$ cat src/rtl/time_event_pulser.sv
module time_event_pulser #(
  parameter int YEAR_W  = 7,
  parameter int DAY_W   = 9,
  parameter int HOUR_W  = 5,
  parameter int MIN_W   = 6,
  parameter int SEC_W   = 6,
  parameter int US_W    = 20,
  parameter int UNIT_US = 60,
  parameter int LONG_US = 1000
) (
  input  logic              clk,
  input  logic              rst_n,
  input  logic              cfg_we,
  input  logic [31:0]       cfg_wdata,
  input  logic              us_tick,
  input  logic              start_trig,
  input  logic              stop_trig,
  input  logic [29:0]       src_line,
  input  logic [YEAR_W-1:0] cur_year,
  input  logic [DAY_W-1:0]  cur_day,
  input  logic [HOUR_W-1:0] cur_hour,
  input  logic [MIN_W-1:0]  cur_min,
  input  logic [SEC_W-1:0]  cur_sec,
  input  logic [US_W-1:0]   cur_us,
  input  logic [YEAR_W-1:0] tgt_year,
  input  logic [DAY_W-1:0]  tgt_day,
  input  logic [HOUR_W-1:0] tgt_hour,
  input  logic [MIN_W-1:0]  tgt_min,
  input  logic [SEC_W-1:0]  tgt_sec,
  input  logic [US_W-1:0]   tgt_us,
  output logic              evt_pulse,
  output logic              irq_sub0,
  output logic              irq_sub1,
  output logic              evt_enabled
);
  localparam int CW = $clog2(LONG_US + 1);

  typedef enum logic [1:0] {S_IDLE, S_P1, S_GAP, S_P2} state_t;

  state_t        state;
  logic [31:0]   cfg;
  logic [CW-1:0] cnt;
  logic          armed, match_q, line_q;

  wire [4:0]  code  = cfg[4:0];
  wire [3:0]  lcode = cfg[23:20];
  wire [31:0] lines = {src_line, 2'b00};
  wire        line  = lines[code];

  logic unused_cfg;
  assign unused_cfg = ^{cfg[30:29], cfg[19:18], cfg[16:12]};

  wire [5:0] fld_eq = {cur_year == tgt_year, cur_day == tgt_day, cur_hour == tgt_hour,
                       cur_min == tgt_min, cur_sec == tgt_sec, cur_us == tgt_us};
  wire t_match = &(fld_eq | ~cfg[11:6]);
  wire t_evt   = us_tick & t_match & ~match_q;

  wire rising  = (code < 5'd8) | cfg[5];
  wire ext_evt = (code >= 5'd2) & (rising ? (line & ~line_q) : (~line & line_q));
  wire occur   = (code == 5'd1) ? t_evt : ext_evt;
  wire ready   = cfg[31] & (~cfg[17] | armed);
  wire fire    = ready & occur & (state == S_IDLE);

  wire [CW-1:0] plen = (lcode == 4'd15) ? CW'(LONG_US) : CW'((int'(lcode) + 1) * UNIT_US);
  wire          last = us_tick & (cnt == plen - CW'(1));

  assign evt_pulse   = (state == S_P1) | (state == S_P2);
  assign evt_enabled = cfg[31];

  always_ff @(posedge clk or negedge rst_n) begin
    if (!rst_n) begin
      state    <= S_IDLE;
      cfg      <= '0;
      cnt      <= '0;
      armed    <= 1'b0;
      match_q  <= 1'b0;
      line_q   <= 1'b0;
      irq_sub0 <= 1'b0;
      irq_sub1 <= 1'b0;
    end else begin
      irq_sub0 <= 1'b0;
      irq_sub1 <= 1'b0;
      if (us_tick) match_q <= t_match;
      line_q <= cfg_we ? lines[cfg_wdata[4:0]] : line;
      if (cfg_we) begin
        cfg   <= cfg_wdata;
        armed <= 1'b0;
        state <= S_IDLE;
        cnt   <= '0;
      end else begin
        if (cfg[17] & cfg[31] & start_trig) armed <= 1'b1;
        if (cfg[28] & stop_trig) armed <= 1'b0;
        case (state)
          S_IDLE: if (fire) begin
            state    <= S_P1;
            cnt      <= '0;
            irq_sub0 <= cfg[26];
          end
          S_P1: if (last) begin
            cnt <= '0;
            if (cfg[25]) state <= S_GAP;
            else begin
              state <= S_IDLE;
              if (!cfg[24]) cfg[31] <= 1'b0;
            end
          end else if (us_tick) cnt <= cnt + CW'(1);
          S_GAP: if (last) begin
            cnt      <= '0;
            state    <= S_P2;
            irq_sub1 <= cfg[27];
          end else if (us_tick) cnt <= cnt + CW'(1);
          S_P2: if (last) begin
            cnt   <= '0;
            state <= S_IDLE;
            if (!cfg[24]) cfg[31] <= 1'b0;
          end else if (us_tick) cnt <= cnt + CW'(1);
          default: state <= S_IDLE;
        endcase
      end
    end
  end
endmodule


$ cat config.mk
export PLATFORM = sky130hd
export DESIGN_NAME = time_event_pulser
export DESIGN_NICKNAME = d
export VERILOG_FILES = /design/src/rtl/time_event_pulser.sv
export SDC_FILE = /design/constraint.sdc
export NUM_CORES = 1
export LEC_CHECK = 0
export ABC_AREA = 1
export BUFFER_PORTS_ARGS = -buffer_cell sky130_fd_sc_hd__buf_2
export CORE_UTILIZATION = 45
export DETAILED_ROUTE_END_ITERATION = 8
export PLACE_DENSITY = 0.83
export RECOVER_POWER = 25
export SLEW_MARGIN = 20
export SYNTH_ARGS = -nofsm -noshare
export SYNTH_HDL_FRONTEND = slang
export SYNTH_SLANG_ARGS = --single-unit
$ cat constraint.sdc
create_clock -name clk -period 11.2 [get_ports clk]
set_clock_uncertainty 0.15 [all_clocks]
set_input_delay 2.24 -clock clk [delete_from_list [all_inputs] [get_ports clk]]
set_output_delay 2.24 -clock clk [all_outputs]
set_load 0.03 [all_outputs]
==> impl.org <==
** STA
- Adding up every negative setup slack in the final design gives 0 ns.
- Setup violations remaining at the end of the flow were counted as 0.
- For the pin with the worst max-slew slack, the measured transition is 2.075 ns.
- The final critical path takes up 39.39% of the cycle.
- Worst hold margin :: 0.3105 ns
- Period minus WS final :: 4.412 ns
- Setup repair after global routing missed its margin :: false
- Hold Violations, Final :: 0
- Fin. max-slew vios :: 41
- Peak Freq :: 226.7 MHz
- The worst pin sits at a relative slew slack of -38.31%.

** Outcome
- Status :: finished, violations left
- The checks that failed: max-capacitance violations, max-slew violations.

** Worst setup path
- Among all stages on the critical path, the largest delay is contributed by clkbuf_1.
- Worst Setup Path Type :: in -> reg
- Worst reg2reg path depth :: 22
- Critical path depth :: 6
- The worst register-to-register path ends at cfg[31]$_DFFE_PN0P_.
- Data on the critical path is required at its endpoint by 11.23 ns.
- STA puts the critical path data arrival time at 4.44 ns.
- CP top delay family :: buffers and inverters
- Crit path launch :: cfg_we
- On the worst path, the slowest cell contributes a delay of 0.97 ns.
- Setup slack on the worst reg-to-reg path comes out at 6.94 ns.
- Startpoint kind of the worst setup timing path :: primary input
- List of cells traversed by the critical path :: clkbuf_1 -> inv_2 -> nand3_4 -> inv_2 -> nand2_1 -> nand2_1
- Along the worst path, the maximum fanout reaches 33.
- The critical path ends at cnt[0]$_DFFE_PN0P_.
- The worst register-to-register path begins at cfg[20]$_DFFE_PN0P_.
- Worst path bufs/invs :: 3
- Type of element capturing the critical path :: register

** Detailed routing
- For this run, the detailed router's first-pass iteration total came to 5.
- The highest metal layer carrying signal wires in the routed design is met4.
- Wire segments on met2 add up to 5156 um in the final route.
- Final wirelength :: 10710 um
- Using the TritonRoute via totals, the vias-per-cell ratio works out to 4.838.
- Met3 WL post-DR :: 620 um
- The count of nets left with antenna violations once routing finished came out at 0.
- Total number of vias :: 4722
- Post-DR wirelength/cell :: 10.97 um
- For this run, design rule violations remaining after detail routing come to 0.
- Iteration-0 DRC Markers :: 141
- Met1 Routed Length :: 4814 um

** GRT
- Pin count of the biggest net entering global routing :: 41
- Total routing usage reported by global routing :: 22.94%
- The number of antenna violations at the first check in global routing is 0.
- Wire length of the first global-routing pass :: 18820 um
- For this run the aggregate overflow at the end of global routing stands at 0.
- The via count of the first global-routing pass came to 4452.

** Placed design
- The number of placed instances, taps included, is 968.
- Cell area reported after detailed placement :: 5162 um^2
- Detailed-placement wirelength estimate :: 8828 um
- During placement, the flow inserted port buffers numbering 168.
- Routability-driven placement finished with a final weighted congestion of 0.8825.

** CTS
- Post-CTS resize count :: 0
- Buffers inserted during post-CTS setup optimization :: 0
- The tree is rooted in a clkbuf_8.
- In this run the number of H-tree levels came out at 2.
- TritonCTS clock tree :: done
- Counting along the longest clock path gives a buffer depth of 2.
- Clock-pin slew reported for the worst setup and hold paths after clock tree synthesis :: 0.07 ns
- For the worst-skew pair, the clock arrives at the later sink with an insertion delay of 0.28 ns.
- Number of buffers added to fix hold violations after cts :: 0
- Total CTS buffers :: 5
- Number of sinks handled by clock tree synthesis :: 40

** Synth
- Total nets after synthesis :: 897
- Of all flip-flops after synthesis, the portion carrying an async set or reset was 100.0%.
- Cell Area, Synth :: 4270 um^2
- The average instance in the mapped netlist occupies 6.066 um^2.
- Total number of yosys warnings :: 0
- Cells after Synth :: 704
- Synthesis inferred 40 register bits.
- Number of enable flip-flop cells after synthesis :: 0
- The most used flip-flop cell after synthesis is dfrtp_1.
- The netlist uses 34 different library cells.
- Share of synthesized area occupied by flip-flops and latches :: 23.44%

** Finish
- In the final design database the tool counted 1057 nets.
- Area added between synthesis and finish :: 22.94%
- Antenna diodes :: 0
- The finished cells cover 5250 um^2.
- Fraction of final layout cells sized beyond drive strength 1 :: 23.24%
- Final instance count without filler cells :: 976

** Die
- Measured along the y axis, the die boundary spans 99.42 um.
- The initialized floorplan defines 35 standard-cell rows.
- Die area :: 9883 um^2
- Number of top-level pins :: 178
- Measured along the x axis, the die boundary spans 99.42 um.
- In this run the standard cell core region covers 9196 um^2.
- Once the floorplan was initialized, standard cells occupied 46.44% of the core.

** Pwr
- Cell leakage power :: 3.156 nW
- PD cells :: 113.7 nW/um^2
- Across the VDD grid, the largest voltage drop is 0.00005525 V.
- Total power for the finished layout comes to 596.9 uW.

** Worst hold path
- Min-delay worst type :: reg -> reg

** Job
- Max-cap violations in this run came to 1.
sequential cells by signal, summed over array words and instances, names as in the netlist:
register  count
irq_sub0      1
state         2
cnt          10
irq_sub1      1
armed         1
cfg          23
match_q       1
line_q        1
logic make-up (layout without fill, tap and decap cells):
family          count (synthesis)  after routing  synth area share, %
simple gates                  386            386                38.12
compound gates                 74             74                10.08
fa+ha+maj                      19             19                6.094
xor+xnor                       45             45                9.229
buf+inv                       140            301                13.04
flops                          40             40                23.44
placed cells by master (no fill, tap or decap), types with 4 or more instances in the layout:
master / netlist / routed
nand2_1: 250 / 250
buf_2: 1 / 166
inv_1: 117 / 117
nor2_1: 58 / 58
nand3_1: 42 / 42
dfrtp_1: 40 / 40
o21ai_0: 27 / 27
xor2_1: 23 / 23
xnor2_1: 22 / 22
a21oi_1: 20 / 20
ha_1: 16 / 16
nand4_1: 11 / 11
inv_2: 8 / 8
nor3_1: 7 / 7
o211ai_1: 7 / 7
o21ai_1: 6 / 6
clkbuf_8: 0 / 6
o21ai_2: 5 / 5
nand2_2: 4 / 4
clkbuf_1: 10 / 4
cells in the mapped netlist, types with 4 or more instances:
cell type	number	share of area, %
a21oi_1	20	2.3
buf_6	4	1.1
clkbuf_1	10	0.88
dfrtp_1	40	23
ha_1	16	4.7
inv_1	117	10
inv_2	8	0.70
nand2_1	250	22
nand2_2	4	0.59
nand3_1	42	4.9
nand4_1	11	1.6
nor2_1	58	5.1
nor3_1	7	0.82
o211ai_1	7	1.2
o21ai_0	27	3.2
o21ai_1	6	0.70
o21ai_2	5	1.0
xnor2_1	22	4.5
xor2_1	23	4.7
final cells by class:
class | instances | area, um^2
repair buffers | 168 | 838.3
fillers | 930 | 3946
multi-input cells | 524 | 2713
clock buffers | 8 | 90.09
inverters | 125 | 469.2
well taps | 111 | 138.9
flip-flops and latches | 40 | 1001
per-layer routing:
layer | vias to the layer above | global-route usage [%]
met5 | - | 0
met4 | 0 | 4.977
met3 | 13 | 3.303
met2 | 152 | 41.03
met1 | 2064 | 29.31
li1 | 2493 | -
through the flow:
step | setup WS [ns] | util [%]
detailed placement | 6.957 | 56.14
floorplan | 7.379 | -
global route | 6.492 | 57.09
finish | 6.788 | 57.09
CTS | 6.931 | 57.12
global placement | 7.056 | 56.14
power breakdown:
part           leakage [nW]  switching, mW  internal (mW)
Sequential            0.511         0.0162          0.159
Combinational          2.60          0.197          0.128
Clock                0.0455         0.0470         0.0502
Total                  3.16          0.260          0.337
worst min-delay path by stage:
stage | from | cells after the start | to | slack (ns)
finish | cfg[28]$_DFFE_PN0P_ | 1 | armed$_DFFE_PN0P_ | 0.31
global route | cfg[28]$_DFFE_PN0P_ | 1 | armed$_DFFE_PN0P_ | 0.34
CTS | cfg[28]$_DFFE_PN0P_ | 1 | armed$_DFFE_PN0P_ | 0.31
detailed placement | cfg[28]$_DFFE_PN0P_ | 1 | armed$_DFFE_PN0P_ | 0.31
global placement | cfg[28]$_DFFE_PN0P_ | 1 | armed$_DFFE_PN0P_ | 0.30
floorplan | cfg[26]$_DFFE_PN0P_ | 2 | cfg[26]$_DFFE_PN0P_ | 0.29
Power figures use the tool's default switching activity.
